File: src/rtl/acc_cpu_pkg.sv
package acc_cpu_pkg;

    localparam logic [7:0] OPC_NOP  = 8'h00;
    localparam logic [7:0] OPC_LDA  = 8'h01;
    localparam logic [7:0] OPC_STA  = 8'h02;
    localparam logic [7:0] OPC_A2R  = 8'h03;
    localparam logic [7:0] OPC_R2A  = 8'h04;
    localparam logic [7:0] OPC_JMP  = 8'h05;
    localparam logic [7:0] OPC_JZ   = 8'h06;
    localparam logic [7:0] OPC_JNZ  = 8'h07;
    localparam logic [7:0] OPC_ADD  = 8'h08;
    localparam logic [7:0] OPC_SUB  = 8'h09;
    localparam logic [7:0] OPC_INC  = 8'h0A;
    localparam logic [7:0] OPC_CLR  = 8'h0B;
    localparam logic [7:0] OPC_AND  = 8'h0C;
    localparam logic [7:0] OPC_OR   = 8'h0D;
    localparam logic [7:0] OPC_XOR  = 8'h0E;
    localparam logic [7:0] OPC_NOT  = 8'h0F;

    typedef enum logic [2:0] {
        ALU_ADD, ALU_SUB, ALU_INC, ALU_CLR,
        ALU_AND, ALU_OR,  ALU_XOR, ALU_NOT
    } alu_op_e;

    typedef enum logic [1:0] {
        JC_ALWAYS, JC_ZSET, JC_ZCLR
    } jcond_e;

    typedef enum logic [2:0] {
        S_FETCH_A, S_FETCH_D, S_DECODE, S_OPND_LO,
        S_OPND_HI, S_ADDR_JOIN, S_MEM_RD, S_MEM_WR
    } state_e;

    typedef struct packed {
        logic    has_addr;
        logic    is_load;
        logic    is_store;
        logic    is_jump;
        jcond_e  jcond;
        logic    is_alu;
        alu_op_e alu_op;
        logic    mv_a2r;
        logic    mv_r2a;
    } ctrl_t;

endpackage

File: src/rtl/acc_cpu_decode.sv
module acc_cpu_decode
    import acc_cpu_pkg::*;
#(
    parameter int DATA_W = 8
) (
    input  logic [DATA_W-1:0] opcode_i,
    output ctrl_t             ctrl_o
);

    always_comb begin
        ctrl_o        = '0;
        ctrl_o.jcond  = JC_ALWAYS;
        ctrl_o.alu_op = ALU_ADD;
        case (opcode_i)
            DATA_W'(OPC_LDA): begin ctrl_o.has_addr = 1'b1; ctrl_o.is_load  = 1'b1; end
            DATA_W'(OPC_STA): begin ctrl_o.has_addr = 1'b1; ctrl_o.is_store = 1'b1; end
            DATA_W'(OPC_A2R): ctrl_o.mv_a2r = 1'b1;
            DATA_W'(OPC_R2A): ctrl_o.mv_r2a = 1'b1;
            DATA_W'(OPC_JMP): begin
                ctrl_o.has_addr = 1'b1; ctrl_o.is_jump = 1'b1; ctrl_o.jcond = JC_ALWAYS;
            end
            DATA_W'(OPC_JZ): begin
                ctrl_o.has_addr = 1'b1; ctrl_o.is_jump = 1'b1; ctrl_o.jcond = JC_ZSET;
            end
            DATA_W'(OPC_JNZ): begin
                ctrl_o.has_addr = 1'b1; ctrl_o.is_jump = 1'b1; ctrl_o.jcond = JC_ZCLR;
            end
            DATA_W'(OPC_ADD): begin ctrl_o.is_alu = 1'b1; ctrl_o.alu_op = ALU_ADD; end
            DATA_W'(OPC_SUB): begin ctrl_o.is_alu = 1'b1; ctrl_o.alu_op = ALU_SUB; end
            DATA_W'(OPC_INC): begin ctrl_o.is_alu = 1'b1; ctrl_o.alu_op = ALU_INC; end
            DATA_W'(OPC_CLR): begin ctrl_o.is_alu = 1'b1; ctrl_o.alu_op = ALU_CLR; end
            DATA_W'(OPC_AND): begin ctrl_o.is_alu = 1'b1; ctrl_o.alu_op = ALU_AND; end
            DATA_W'(OPC_OR):  begin ctrl_o.is_alu = 1'b1; ctrl_o.alu_op = ALU_OR;  end
            DATA_W'(OPC_XOR): begin ctrl_o.is_alu = 1'b1; ctrl_o.alu_op = ALU_XOR; end
            DATA_W'(OPC_NOT): begin ctrl_o.is_alu = 1'b1; ctrl_o.alu_op = ALU_NOT; end
            default: ;  // no-op, including every undefined byte
        endcase
    end

    // at most one execution class is ever selected for a byte
    always_comb begin
        p_one_class_r10: assert ($onehot0({ctrl_o.is_load, ctrl_o.is_store, ctrl_o.is_jump,
                                           ctrl_o.is_alu, ctrl_o.mv_a2r, ctrl_o.mv_r2a}))
            else $error("decode selected more than one class");
    end

endmodule

File: src/rtl/acc_cpu_alu.sv
module acc_cpu_alu
    import acc_cpu_pkg::*;
#(
    parameter int DATA_W = 8
) (
    input  alu_op_e           op_i,
    input  logic [DATA_W-1:0] acc_i,
    input  logic [DATA_W-1:0] reg_i,
    output logic [DATA_W-1:0] res_o,
    output logic              zero_o
);

    always_comb begin
        case (op_i)
            ALU_ADD: res_o = acc_i + reg_i;
            ALU_SUB: res_o = acc_i - reg_i;
            ALU_INC: res_o = acc_i + DATA_W'(1);
            ALU_CLR: res_o = '0;
            ALU_AND: res_o = acc_i & reg_i;
            ALU_OR:  res_o = acc_i | reg_i;
            ALU_XOR: res_o = acc_i ^ reg_i;
            default: res_o = ~acc_i;
        endcase
        zero_o = (res_o == '0);
    end

endmodule

File: src/rtl/acc_cpu.sv
module acc_cpu
    import acc_cpu_pkg::*;
#(
    parameter int DATA_W = 8
) (
    input  logic                  clk,
    input  logic                  rst_n,
    output logic [2*DATA_W-1:0]   mem_addr,
    input  logic [DATA_W-1:0]     mem_rdata,
    output logic [DATA_W-1:0]     mem_wdata,
    output logic                  mem_we
);

    localparam int ADDR_W = 2 * DATA_W;

    typedef struct packed {
        state_e            st;
        logic [ADDR_W-1:0] pc;
        logic [ADDR_W-1:0] ar;
        logic [DATA_W-1:0] dr;
        logic [DATA_W-1:0] tr;
        logic [DATA_W-1:0] ir;
        logic [DATA_W-1:0] ac;
        logic [DATA_W-1:0] r;
        logic              z;
    } regs_t;

    regs_t regs_d, regs_q;

    ctrl_t             ctrl;
    logic [DATA_W-1:0] alu_res;
    logic              alu_zero;
    logic              jump_taken;
    logic              alu_exec;

    acc_cpu_decode #(.DATA_W(DATA_W)) u_decode (
        .opcode_i (regs_q.ir),
        .ctrl_o   (ctrl)
    );

    acc_cpu_alu #(.DATA_W(DATA_W)) u_alu (
        .op_i   (ctrl.alu_op),
        .acc_i  (regs_q.ac),
        .reg_i  (regs_q.r),
        .res_o  (alu_res),
        .zero_o (alu_zero)
    );

    always_comb begin
        case (ctrl.jcond)
            JC_ZSET: jump_taken = regs_q.z;
            JC_ZCLR: jump_taken = ~regs_q.z;
            default: jump_taken = 1'b1;
        endcase
    end

    assign alu_exec = (regs_q.st == S_DECODE) && ctrl.is_alu;

    always_comb begin
        regs_d = regs_q;
        case (regs_q.st)
            S_FETCH_A: begin
                regs_d.ar = regs_q.pc;
                regs_d.st = S_FETCH_D;
            end
            S_FETCH_D: begin
                regs_d.dr = mem_rdata;
                regs_d.ir = mem_rdata;
                regs_d.pc = regs_q.pc + ADDR_W'(1);
                regs_d.st = S_DECODE;
            end
            S_DECODE: begin
                if (ctrl.has_addr) begin
                    regs_d.ar = regs_q.pc;
                    regs_d.st = S_OPND_LO;
                end else begin
                    if (ctrl.is_alu) begin
                        regs_d.ac = alu_res;
                        regs_d.z  = alu_zero;
                    end
                    if (ctrl.mv_a2r) regs_d.r  = regs_q.ac;
                    if (ctrl.mv_r2a) regs_d.ac = regs_q.r;
                    regs_d.st = S_FETCH_A;
                end
            end
            S_OPND_LO: begin
                regs_d.tr = mem_rdata;
                regs_d.pc = regs_q.pc + ADDR_W'(1);
                regs_d.ar = regs_q.pc + ADDR_W'(1);
                regs_d.st = S_OPND_HI;
            end
            S_OPND_HI: begin
                regs_d.dr = mem_rdata;
                regs_d.pc = regs_q.pc + ADDR_W'(1);
                regs_d.st = S_ADDR_JOIN;
            end
            S_ADDR_JOIN: begin
                regs_d.ar = {regs_q.dr, regs_q.tr};
                if (ctrl.is_jump) begin
                    if (jump_taken) regs_d.pc = {regs_q.dr, regs_q.tr};
                    regs_d.st = S_FETCH_A;
                end else if (ctrl.is_load) begin
                    regs_d.st = S_MEM_RD;
                end else begin
                    regs_d.st = S_MEM_WR;
                end
            end
            S_MEM_RD: begin
                regs_d.dr = mem_rdata;
                regs_d.ac = mem_rdata;
                regs_d.st = S_FETCH_A;
            end
            default: begin
                regs_d.st = S_FETCH_A;
            end
        endcase
    end

    always_ff @(posedge clk or negedge rst_n) begin
        if (!rst_n) begin
            regs_q    <= '0;
            regs_q.st <= S_FETCH_A;
        end else begin
            regs_q <= regs_d;
        end
    end

    assign mem_addr  = regs_q.ar;
    assign mem_wdata = regs_q.ac;
    assign mem_we    = (regs_q.st == S_MEM_WR);

    // a store strobe never lasts more than one cycle
    p_we_pulse_r4: assert property (@(posedge clk) disable iff (!rst_n)
        mem_we |=> !mem_we);

    // the write goes to the address assembled from the operand bytes
    p_store_addr_r4: assert property (@(posedge clk) disable iff (!rst_n)
        mem_we |-> (mem_addr == {regs_q.dr, regs_q.tr}));

    // an opcode byte is read from the location PC points at
    p_fetch_addr_r2: assert property (@(posedge clk) disable iff (!rst_n)
        (regs_q.st == S_FETCH_D) |-> (mem_addr == regs_q.pc));

    // by the time the operand is assembled, PC has moved past both address bytes
    p_pc_adv_r3: assert property (@(posedge clk) disable iff (!rst_n)
        (regs_q.st == S_ADDR_JOIN) |-> (regs_q.pc == $past(regs_q.pc, 3) + ADDR_W'(2)));

    // the flag stays put unless an arithmetic/logic opcode just executed
    p_z_hold_r7: assert property (@(posedge clk) disable iff (!rst_n)
        $past(!alu_exec) |-> $stable(regs_q.z));

    // after an arithmetic/logic opcode the flag reflects the new accumulator
    p_z_match_r7: assert property (@(posedge clk) disable iff (!rst_n)
        $past(alu_exec) |-> (regs_q.z == (regs_q.ac == '0)));

endmodule

File: config.mk
export PLATFORM = sky130hd
export DESIGN_NAME = acc_cpu
export DESIGN_NICKNAME = d
export VERILOG_FILES = /design/src/rtl/acc_cpu_pkg.sv /design/src/rtl/acc_cpu_decode.sv /design/src/rtl/acc_cpu_alu.sv /design/src/rtl/acc_cpu.sv
export SDC_FILE = /design/constraint.sdc
export NUM_CORES = 1
export LEC_CHECK = 0
export ABC_AREA = 1
export BUFFER_PORTS_ARGS = -buffer_cell sky130_fd_sc_hd__buf_4
export CAP_MARGIN = 20
export CORE_MARGIN = 2
export CORE_UTILIZATION = 46
export CTS_CLUSTER_SIZE = 12
export DETAILED_ROUTE_END_ITERATION = 16
export PLACE_DENSITY_LB_ADDON = 0.3
export SLEW_MARGIN = 30
export SYNTH_ARGS = -nofsm -noshare
export SYNTH_HDL_FRONTEND = slang
export SYNTH_HIERARCHICAL = 1
export SYNTH_SLANG_ARGS = --single-unit
File: constraint.sdc
create_clock -name clk -period 3.3 [get_ports clk]
set_input_delay 0.165 -clock clk [delete_from_list [all_inputs] [get_ports clk]]
set_output_delay 0.165 -clock clk [all_outputs]
set_load 0.02 [all_outputs]
==> impl_metrics.json <==
{
  "place_inst": 942,
  "r2r_end": "regs_q[0]",
  "io_pins": 35,
  "slew_violations": 0,
  "path_max_fanout": 5,
  "slew_headroom_pct": 53.39,
  "grt_pass1_vias": 4531,
  "r2r_cells": 25,
  "firstDrtPassIters": 5,
  "clk_latency_ns": 0.34,
  "grt_max_degree": 77,
  "grt-ovfl-total": 0,
  "clk_path_buf_depth": 2,
  "postRouteAntennaNets": 0,
  "die-width_um": 114.0,
  "clock_sinks": 76,
  "gp_congestion": 0.8975,
  "dpl.hpwl_um": 9903,
  "cp_slowest_stage_delay_ns": 0.47,
  "hold_viol": 0,
  "die_h_um": 114.0,
  "routed_wl_um": 14280,
  "numPortBuffers": 34,
  "h-tree-depth": 3,
  "setup_viol": 0,
  "drive_gt1_share_pct": 17.32,
  "final_cell_area_mm2": 0.006294,
  "grtUsageTotal_pct": 22.22,
  "worst_slew_pin_slew_ns": 0.6991,
  "maxCapViolations": 0,
  "cp_common_cell": "nor2_1",
  "p_per_area_mw_per_mm2": 904.3,
  "hp-start": "mem_rdata[3]",
  "cts-root-buf": "clkbuf_16",
  "start_util_pct": 46.72,
  "final_nets": 855,
  "drc": 0,
  "reg2reg_slack_ns": 0.09,
  "cts-buffers-inserted": 9,
  "crit_path_end_kind": "flip-flop",
  "dpl_cell_area_mm2": 0.005788,
  "drt_iter0_drc": 446,
  "rows": 40,
  "p_leak_nw": 3.191,
  "coreArea_mm2": 0.01191,
  "clock.fmax_ghz": 0.3115,
  "fin_skew_ns": 0.009054,
  "antenna_cells": 0,
  "path_class": "flip-flop to flip-flop",
  "fp.dieArea_mm2": 0.01299,
  "worstPathRequired_ns": 3.56,
  "vias": 5049,
  "r2r_start": "regs_q[17]",
  "grt_setup_unrepaired": "true",
  "path_clk_slew_ns": 0.06,
  "hp-class": "input port to flip-flop",
  "syn_nets": 831,
  "grt_pass1_wl_um": 22980,
  "setup_tns_ns": 0,
  "netlist_area_mm2": 0.005565,
  "holdPathStages": 3,
  "synthCells": 792,
  "finalNonFillerCells": 967,
  "antenna_found_initial": 0,
  "areaGrowthSynthToFinish_pct": 13.08,
  "holdPathEnd": "regs_q[36]",
  "critical_path.slowest_cell": "dfrtp_2",
  "crit_arrival_ns": 3.47,
  "wire_per_inst_um": 14.77,
  "ir_worst_vdd_mv": 0.3751,
  "outcome": "finished, final reports clean",
  "fin_crit_ns": 3.210,
  "vias_per_cell": 5.221,
  "fin_crit_sh_pct": 97.28,
  "yosysWarningCount": 6,
  "avgSynthCellArea_um2": 7.027,
  "start_kind": "flip-flop",
  "finalCoreUtilization_pct": 52.84,
  "cts_tree": "yes",
  "hold-worst-slack_ns": 0.1834
}
==> flip-flops by register name (all words and copies together) (netlist names) <==
signal,count
mem_addr,16
regs_q,52
mem_wdata,8
==> metrics by stage <==
stage / setup WS (ns) / power (W)
3_5_place_dp: -0.1048 / 0.004559
3_3_place_gp: -0.06439 / 0.004520
6_report: 0.08986 / 0.005691
2_1_floorplan: 0.2628 / 0.003979
4_1_cts: 0.0008407 / 0.005547
5_1_grt: -0.1540 / 0.006188
==> cell usage in the layout, fill, tap and decap left out, types with 8 or more instances in the layout <==
| cell | instances |
|---|---|
| nand2_1 | 215 |
| mux2_2 | 8 |
| inv_1 | 92 |
| nand2_2 | 10 |
| nand4_1 | 10 |
| dfrtp_1 | 74 |
| nor2_2 | 8 |
| mux2i_1 | 8 |
| buf_4 | 54 |
| o22ai_1 | 10 |
| nand3_1 | 45 |
| nor2_1 | 94 |
| ha_1 | 25 |
| o21ai_0 | 38 |
| clkbuf_16 | 9 |
| o21ai_1 | 11 |
| a21oi_1 | 31 |
| inv_2 | 8 |
==> how the worst max path moves through the flow <==
stage	from	endpoint	slack, ns	cells past startpoint
floorplan	regs_q[22]	mem_wdata[7]	0.26	21
global placement	regs_q[21]	regs_q[0]	-0.06	22
detailed placement	regs_q[22]	regs_q[0]	-0.10	22
CTS	regs_q[22]	regs_q[0]	0.0008	20
global route	regs_q[17]	mem_wdata[7]	-0.15	25
finish	regs_q[17]	regs_q[0]	0.09	25
==> layout make-up <==
| type | count | area (µm²) |
|---|---|---|
| clock buffers | 10 | 229.0 |
| repair buffers | 57 | 437.9 |
| flip-flops and latches | 76 | 1904 |
| well taps | 147 | 183.9 |
| multi-input cells | 569 | 3092 |
| inverters | 103 | 392.9 |
| fillers | 1168 | 5618 |
| clock inverters | 5 | 53.80 |
==> where the power goes <==
group	internal [W]	total, W	switching (W)
registers	0.00134	0.00176	0.000422
clock network	0.000579	0.000963	0.000384
logic	0.00108	0.00296	0.00188
total	0.00301	0.00569	0.00269
==> what timing repair did <==
item                                    CTS  global route
gates resized for setup                   3            44
endpoints found under the hold margin     0            76
setup buffers                             0             9
hold buffers                              0             1
endpoints found under the setup margin    1             7
cloned                                    0             0
pin swaps                                 1            23
==> critical path, delay by kind of cell, from the launching register on <==
family                   cells  cell delay, ns
AND/OR/NAND/NOR             18            1.73
flip-flops                   1            0.47
buffers and inverters        4            0.42
adder cells (fa/ha/maj)      1            0.36
AO/OA/AOI/OAI                2            0.14
==> routing by layer <==
metal | GRT usage [%] | wire length (µm)
met1 | 32.64 | 6873
met2 | 34.64 | 6577
met3 | 2.869 | 604
met4 | 5.935 | 223
met5 | 0 | 0
Power figures use the tool's default switching activity.
